`src/rtl/eprom_pkg.sv`:
```
package eprom_pkg;

  // Strobes handed from the mode control to the datapath
  typedef struct packed {
    logic capture;    // latch address and data (strobe fell, chip selected)
    logic doProgram;  // AND latched data into latched byte
    logic doErase;    // fill the whole array with ones
    logic readEn;     // drive the addressed byte onto the outputs
  } eprom_strobe_t;

endpackage

```
`src/rtl/eprom_mode_ctrl.sv`:
```
module eprom_mode_ctrl
  import eprom_pkg::*;
(
  input  logic          clk,
  input  logic          rstN,
  input  logic          ceN,
  input  logic          oeN,
  input  logic          pgmN,
  input  logic          vppHigh,
  input  logic          a9High,
  output eprom_strobe_t strb,
  output logic          modeErr
);

  logic pgmPrev;
  logic fallEdge;
  logic riseEdge;
  logic pending;
  logic pendErase;
  logic holdOk;
  logic errNow;
  logic clearNow;

  assign fallEdge = pgmPrev && !pgmN;
  assign riseEdge = !pgmPrev && pgmN;

  // conditions required to keep a started operation alive
  assign holdOk = !ceN && oeN && vppHigh && (a9High == pendErase);

  always_ff @(posedge clk or negedge rstN) begin
    if (!rstN) begin
      pgmPrev <= 1'b1;
    end else begin
      pgmPrev <= pgmN;
    end
  end

  always_ff @(posedge clk or negedge rstN) begin
    if (!rstN) begin
      pending   <= 1'b0;
      pendErase <= 1'b0;
    end else if (fallEdge && !ceN) begin
      pending   <= oeN && vppHigh;
      pendErase <= a9High;
    end else if (pending && (riseEdge || !holdOk)) begin
      pending   <= 1'b0;
    end
  end

  always_comb begin
    strb           = '0;
    strb.capture   = fallEdge && !ceN;
    strb.doProgram = pending && riseEdge && holdOk && !pendErase;
    strb.doErase   = pending && riseEdge && holdOk && pendErase;
    strb.readEn    = !ceN && !oeN && pgmN;
  end

  assign errNow   = !ceN && !oeN && !pgmN;
  assign clearNow = fallEdge && !ceN && oeN;

  always_ff @(posedge clk or negedge rstN) begin
    if (!rstN) begin
      modeErr <= 1'b0;
    end else if (errNow) begin
      modeErr <= 1'b1;
    end else if (clearNow) begin
      modeErr <= 1'b0;
    end
  end

  AST_INHIBIT_NO_WRITE: assert property (@(posedge clk) disable iff (!rstN)
    ceN |-> !(strb.doProgram || strb.doErase));

  AST_LOW_VPP_NO_WRITE: assert property (@(posedge clk) disable iff (!rstN)
    !vppHigh |-> !(strb.doProgram || strb.doErase));

  AST_ERR_FLAGGED: assert property (@(posedge clk) disable iff (!rstN)
    (!ceN && !oeN && !pgmN) |=> modeErr);

endmodule

```
`src/rtl/eprom_datapath.sv`:
```
module eprom_datapath
  import eprom_pkg::*;
#(
  parameter int ADDR_W = 18,
  parameter int DATA_W = 8,
  parameter int MEM_AW = 6
) (
  input  logic              clk,
  input  logic              rstN,
  input  eprom_strobe_t     strb,
  input  logic [ADDR_W-1:0] addrIn,
  input  logic [DATA_W-1:0] dataIn,
  output logic [DATA_W-1:0] dataOut,
  output logic              dataOutEn
);

  localparam int DEPTH = 1 << MEM_AW;

  logic [DATA_W-1:0] memQ [DEPTH];
  logic [MEM_AW-1:0] latAddr;
  logic [DATA_W-1:0] latData;
  logic [MEM_AW-1:0] rdAddr;
  logic              unusedAddrBits;

  assign rdAddr = addrIn[MEM_AW-1:0];

  // address bits above the array depth are deliberately folded away
  generate
    if (MEM_AW < ADDR_W) begin : g_fold
      assign unusedAddrBits = ^addrIn[ADDR_W-1:MEM_AW];
    end else begin : g_full
      assign unusedAddrBits = 1'b0;
    end
  endgenerate

  always_ff @(posedge clk or negedge rstN) begin
    if (!rstN) begin
      latAddr <= '0;
      latData <= '0;
    end else if (strb.capture) begin
      latAddr <= rdAddr;
      latData <= dataIn;
    end
  end

  always_ff @(posedge clk or negedge rstN) begin
    if (!rstN) begin
      for (int i = 0; i < DEPTH; i++) memQ[i] <= '1;
    end else if (strb.doErase) begin
      for (int i = 0; i < DEPTH; i++) memQ[i] <= '1;
    end else if (strb.doProgram) begin
      memQ[latAddr] <= memQ[latAddr] & latData;
    end
  end

  assign dataOutEn = strb.readEn;
  assign dataOut   = strb.readEn ? memQ[rdAddr] : '0;

  AST_PROG_ONLY_CLEARS: assert property (@(posedge clk) disable iff (!rstN)
    strb.doProgram |=> ((memQ[$past(latAddr)] & ~$past(memQ[latAddr])) == '0));

  AST_ERASE_ALL_ONES: assert property (@(posedge clk) disable iff (!rstN)
    strb.doErase |=> ((memQ[0] == '1) && (memQ[DEPTH-1] == '1)));

endmodule

```
`src/rtl/eprom_ctrl_top.sv`:
```
module eprom_ctrl_top
  import eprom_pkg::*;
#(
  parameter int ADDR_W = 18,
  parameter int DATA_W = 8,
  parameter int MEM_AW = 6
) (
  input  logic              clk,
  input  logic              rstN,
  input  logic [ADDR_W-1:0] addrIn,
  input  logic [DATA_W-1:0] dataIn,
  input  logic              ceN,
  input  logic              oeN,
  input  logic              pgmN,
  input  logic              vppHigh,
  input  logic              a9High,
  output logic [DATA_W-1:0] dataOut,
  output logic              dataOutEn,
  output logic              modeErr
);

  eprom_strobe_t strb;

  eprom_mode_ctrl ctrl_i (
    .clk     (clk),
    .rstN    (rstN),
    .ceN     (ceN),
    .oeN     (oeN),
    .pgmN    (pgmN),
    .vppHigh (vppHigh),
    .a9High  (a9High),
    .strb    (strb),
    .modeErr (modeErr)
  );

  eprom_datapath #(
    .ADDR_W (ADDR_W),
    .DATA_W (DATA_W),
    .MEM_AW (MEM_AW)
  ) dp_i (
    .clk       (clk),
    .rstN      (rstN),
    .strb      (strb),
    .addrIn    (addrIn),
    .dataIn    (dataIn),
    .dataOut   (dataOut),
    .dataOutEn (dataOutEn)
  );

  AST_OUT_OFF_WHEN_DESELECTED: assert property (@(posedge clk) disable iff (!rstN)
    (ceN || oeN) |-> (!dataOutEn && dataOut == '0));

endmodule

```
`config.mk`:
```
export PLATFORM = sky130hd
export DESIGN_NAME = eprom_ctrl_top
export DESIGN_NICKNAME = d
export VERILOG_FILES = /design/src/rtl/eprom_pkg.sv /design/src/rtl/eprom_mode_ctrl.sv /design/src/rtl/eprom_datapath.sv /design/src/rtl/eprom_ctrl_top.sv
export SDC_FILE = /design/constraint.sdc
export NUM_CORES = 1
export LEC_CHECK = 0
export BUFFER_PORTS_ARGS = -buffer_cell sky130_fd_sc_hd__buf_2
export CAP_MARGIN = 0
export CORE_AREA = 5 5 259 261
export DETAILED_ROUTE_END_ITERATION = 16
export DIE_AREA = 0 0 264 266
export GPL_TIMING_DRIVEN = 0
export PLACE_DENSITY = 0.67
export SLEW_MARGIN = 25
export SYNTH_ARGS = -nofsm -noshare
export SYNTH_HDL_FRONTEND = slang
export SYNTH_SLANG_ARGS = --single-unit
```
`constraint.sdc`:
```
create_clock -name clk -period 8.32 [get_ports clk]
set_input_delay 0.832 -clock clk [delete_from_list [all_inputs] [get_ports clk]]
set_output_delay 0.832 -clock clk [all_outputs]
set_load 0.03 [all_outputs]
```
==> Word level (Yosys, flattened, before mapping) <==
Index checks and enable logic that the tools add are counted.
{ "classes": {"n_lt_le_gt_ge": 3, "n_eq_ne": 1, "muxes": 16, "n_bitwise": 3, "n_reduce_logical": 27} }
{ "ops": {"columns": ["operator", "count"], "rows": [
  ["$mux W512", 2],
  ["$bwmux W512", 1],
  ["$bmux W8 S6", 2],
  ["$demux W8 S6", 1],
  ["$mux W8", 6],
  ["$logic_and A1 B1 Y1", 17],
  ["$ge A7 B7 Y1 const B", 2],
  ["$not A6 Y7", 2],
  ["$and A8 B8 Y8", 1],
  ["$lt A7 B1 Y1 const B", 1],
  ["$logic_not A1 Y1", 6],
  ["$reduce_bool A2 Y1", 3],
  ["$mux W1", 4],
  ["$eq A1 B1 Y1", 1],
  ["$logic_or A1 B1 Y1", 1]
]} }
{ "totals": {"regBits": 530, "in_bits": 33} }

==> Depth between registers and ports, before layout <==
{ "depth": {"depth_word": 9, "ltp_mapped": 11} }

==> Modules after synthesis <==
A second synthesis with hierarchy kept.
{ "unflattened": {"cells_unflattened": 2917, "hier_area_um2": 31443.9} }
{ "modules_own_cells": {"columns": ["mod", "instances", "cells_each", "area_each_um2"], "rows": [
  ["eprom_datapath", 1, 2895, 31241.2],
  ["eprom_mode_ctrl", 1, 22, 202.7]
]} }

==> Worst setup path after synthesis <==
Ideal clock, no wire load.
{ "synth_path": {"kind": "input to output", "start": "input ceN", "end": "output dataOut[0]", "t_arrival_ns": 3.229, "required_time_ns": 7.488, "setup_slack_ns": 4.259, "path_stages": 6, "path_buffers": 0, "cell_sequence": "nor3b_1 nor2b_1 o221ai_1 a21oi_1 nor2_1 o21ai_0"} }
{ "synth_via": {"elab_chain_len": 4} }
{ "synth_lines": {"columns": ["element", "line", "source"], "rows": [
  ["start, declared", "eprom_ctrl_top.sv:12", "input logic ceN,"],
  ["$logic_not A1 Y1", "eprom_mode_ctrl.sv:55", "strb.readEn = !ceN && !oeN && pgmN;"],
  ["$logic_and A1 B1 Y1 (2 in series)", "eprom_mode_ctrl.sv:55", null],
  ["$mux W8", "eprom_datapath.sv:57", "assign dataOut = strb.readEn ? memQ[rdAddr] : '0;"],
  ["end, declared", "eprom_ctrl_top.sv:17", "output logic [DATA_W-1:0] dataOut,"]
]} }
No other way between the ends.

==> Worst setup path after layout <==
{ "layout_path": {"start": "input addrIn[1]", "end": "output dataOut[1]"} }
{ "layout_via": {"elab_chain_len": 5} }
{ "layout_lines": {"columns": ["element", "line", "source"], "rows": [
  ["start, declared", "eprom_ctrl_top.sv:10", "input logic [ADDR_W-1:0] addrIn,"],
  ["$not A6 Y7 (not written as such)", "eprom_datapath.sv:57", null],
  ["$bmux W8 S6", "eprom_datapath.sv:57", null],
  ["$mux W8 (not written as such) (2 in series)", "eprom_datapath.sv:57", null],
  ["$mux W8", "eprom_datapath.sv:57", null]
]} }
No other way between the ends. The select of a mux whose other input is x is not followed.

==> out/results.txt <==
Initial antenna violation count - 9
FF-to-FF setup slack - 2.88 ns
WP buf/inv - 4
Leading cell types by count after synthesis - nor2_1, dfstp_2, a21oi_1
Slowest-stage cell, CP - buf_1
Vias/cell - 7.139
RR Startpoint - dp_i.latAddr[0]$_DFFE_PN0P_
Switching share of power - 0.3262
Initial Utilization - 0.4477
Final worst setup slack - 2.560 ns
Hold-critical path endpoint - ctrl_i.pgmPrev$_DFF_PN1_
Cell variety after synth - 59
Row cnt - 93
Post-synth top area share - 0.4687
Most frequent CP cell - buf_2
Flop pwr share - 0.397
Total CTS buffers - 60
Register-to-Register Path Depth - 11
Slew @ Worst Pin - 1.210 ns
Syn Nets - 2726
Final Setup Violations - 0
CTS tree - built
MaxCap Viol Count - 0
LEAKAGE - 0.01165 µW
RSZ-0062 raised after global routing - no
Die height - 266 µm
Fin. Hold Viols - 0
Critical path capture point type - output pin
Resize count post-CTS - 0
Core Region - 0.06423 mm²
#FFs+latches synth - 530
Clock power frac - 0.410
Drt drc - 0
FF/Latch Area - 0.01390 mm²
Comb power frac - 0.194
Synth Flop Type - dfstp_2
Pwr/cell area - 215.1 mW/mm²
Slew Limit Fails - 0
CP max FO - 10
I/O pin total - 43
Worst setup SP type - input pin
Crit path DAT - 4.93 ns
Cts hold-fix bufs - 0
Nets@finish - 2830
Period utilization - 0.6923
Area added between synthesis and finish - 12.60%
First-pass GRT wire length - 200800 µm
Finished Core Util - 0.5041
Syn Std Cell Area - 0.02876 mm²
DRT iter0 DRCs - 4010
Max Clk Rate - 173.6 MHz
Gp weighted congestion - 1.086
Clock skew - 0.03079 ns
Max incr delay on CP - 0.92 ns
Reg clk slew, reported paths - 0.06 ns
CP required - 7.49 ns
Die footprint - 0.07022 mm²
Root Driver - clkbuf_16
Post-synth EDFFs - 0
Clk sinks - 530
Gr ovfl total - 0
Synth warn - 0
Number of global-route vias before repair - 25740
CP delay by family, top - buffers and inverters
Largest net degree at the start of global routing - 102
Worst vdd rail ir drop - 0.2018 mV
Clk buf depth - 3
Synth Instances - 2693
Top-count cell post-synth - nor2_1
Share of cells above drive strength 1 - 0.3641
Sequential area share after synthesis - 0.4835
Post-DP HPWL - 104500 µm
DP Worst Slack - 2.868 ns
Crit path time final - 5.760 ns
Post-CTS Setup Bufs - 0
Hold Startpoint - pgmN
Total chip power - 6966 µW
Pre-antenna DRT Iters - 7
R2r endpoint - dp_i.memQ[288]$_DFFE_PN1P_
Die Wd - 264 µm
Post-synth ARST share - 1.000
Antenna-violating nets left - 0
Post-synth top area cell - dfstp_2
Total number of vias - 26460
Port Buf Inserts - 27
Worst-Skew Late Latency - 0.68 ns
Multi-input logic area - 0.01382 mm²
Slew HR - 0.1931
WL per Instance - 39.30 µm
H-tree level count - 2
Tot GR Track Use - 0.4033
Hold Crit Class - input pin to flop
Routed WL - 145600 µm
FILL cells - 5880
Hold Path Depth - 1
Syn_area_per_cell - 10.68 µm²
Critical path class - input pin to output pin
Status - complete, no violations
Power Internal - 4694 µW
Synth area leaders - dfstp_2, mux4_2, a21oi_1
Sw Pwr - 2272 µW
Critical path cell sequence - clkbuf_1 -> buf_1 -> buf_2 -> mux4_2 -> mux2i_1 -> a211oi_1 -> a21oi_1 -> o21ai_0 -> buf_2
## routing by layer
metal,up-vias,track usage,wire length [µm]
met4,4,0.2740,12650
met1,13460,0.5231,54260
met2,2163,0.5567,58690
met3,617,0.1573,20020
li1,10210,-,-
met5,-,0,29
## state kept, by name (all words and copies together) (netlist names)
register,flops
ctrl_i.pending,1
dp_i.latAddr,6
ctrl_i.modeErr,1
ctrl_i.pendErase,1
dp_i.memQ,512
dp_i.latData,8
ctrl_i.pgmPrev,1
## per-stage QoR
stage / hold slack (ns) / instances / TNS, ns / cell area (µm²)
after CTS: 0.3204 / 3700 / 0 / 32340
after global routing: 0.3340 / 3701 / 0 / 32370
after detailed placement: 0.4995 / 3590 / 0 / 30260
final: 0.3227 / 3706 / 0 / 32380
after global placement: 0.4928 / 3575 / -305.85 / 29960
after floorplan: 0.4843 / 2693 / 0 / 28760
## worst max path at each step
stage / from / endpoint / slack (ns) / depth (start not counted)
detailed placement: addrIn[1] / dataOut[1] / 2.87 / 9
global route: addrIn[1] / dataOut[1] / 2.80 / 9
CTS: addrIn[1] / dataOut[1] / 2.86 / 9
floorplan: ceN / dataOut[0] / 4.26 / 6
global placement: rstN / dp_i.latData[7]$_DFFE_PN0P_ / -3.80 / 1
finish: addrIn[1] / dataOut[1] / 2.56 / 9
## layout make-up
class	count	area share
tap	855	0.03304
timing repair buffer	42	0.01175
sequential	530	0.4294
clock inverter	26	0.01140
inverter	5	0.0005796
clock buffer	84	0.05286
buffer	211	0.03381
antenna	6	0.0004637
multi-input combinational	1947	0.4267
## kinds of logic after synthesis
kind of cell              share of synthesized area
xor gates and xnor gates                  0.0003046
and+or+nand+nor                              0.1080
AOI/OAI and AO/OA                            0.2047
DFF                                          0.4835
buffers and inverters                       0.03689
muxes                                        0.1667
## worst register-to-register path: stages (launching register included)
cell	delay [ns]
dfrtp_1	0.32
buf_2	0.23
nand2b_1	0.44
clkbuf_1	0.74
buf_1	0.88
o22ai_1	0.16
a211oi_1	0.72
o22ai_1	0.33
o41ai_4	0.82
buf_6	0.29
buf_2	0.28
a21oi_1	0.11
## power by group through the flow
stage / registers, µW / logic [µW] / clock network (µW)
6_report: 2760 / 1350 / 2850
5_1_grt: 2770 / 1330 / 2960
4_1_cts: 2760 / 1260 / 2860
3_5_place_dp: 2790 / 1260 / 0
3_3_place_gp: 2790 / 1230 / 0
2_1_floorplan: 2760 / 628 / 0
## placed cells by master, fill, tap and decap left out, types with 7 or more instances in the layout
cell	instances
mux4_2	144
clkbuf_2	30
a221o_1	29
mux2i_1	138
a211oi_1	11
buf_4	8
a32oi_1	31
clkbuf_8	12
or2_2	7
o221ai_1	8
a21oi_1	487
mux2_2	15
clkbuf_1	69
o21ai_1	64
dfrtp_1	17
o22ai_1	44
dfstp_2	513
nor2_1	595
buf_2	109
a22o_1	11
clkinv_2	12
nand2b_1	7
clkbuf_16	60
a21oi_2	60
or3_1	8
nor4b_1	14
o21a_1	9
o21ai_0	16
nor2b_1	59
bufinv_16	8
a32o_1	20
nand2_1	14
a221oi_1	28
a31oi_1	31
buf_6	24
a22oi_1	11
o22a_1	30
buf_1	18
Power figures use the tool's default switching activity.
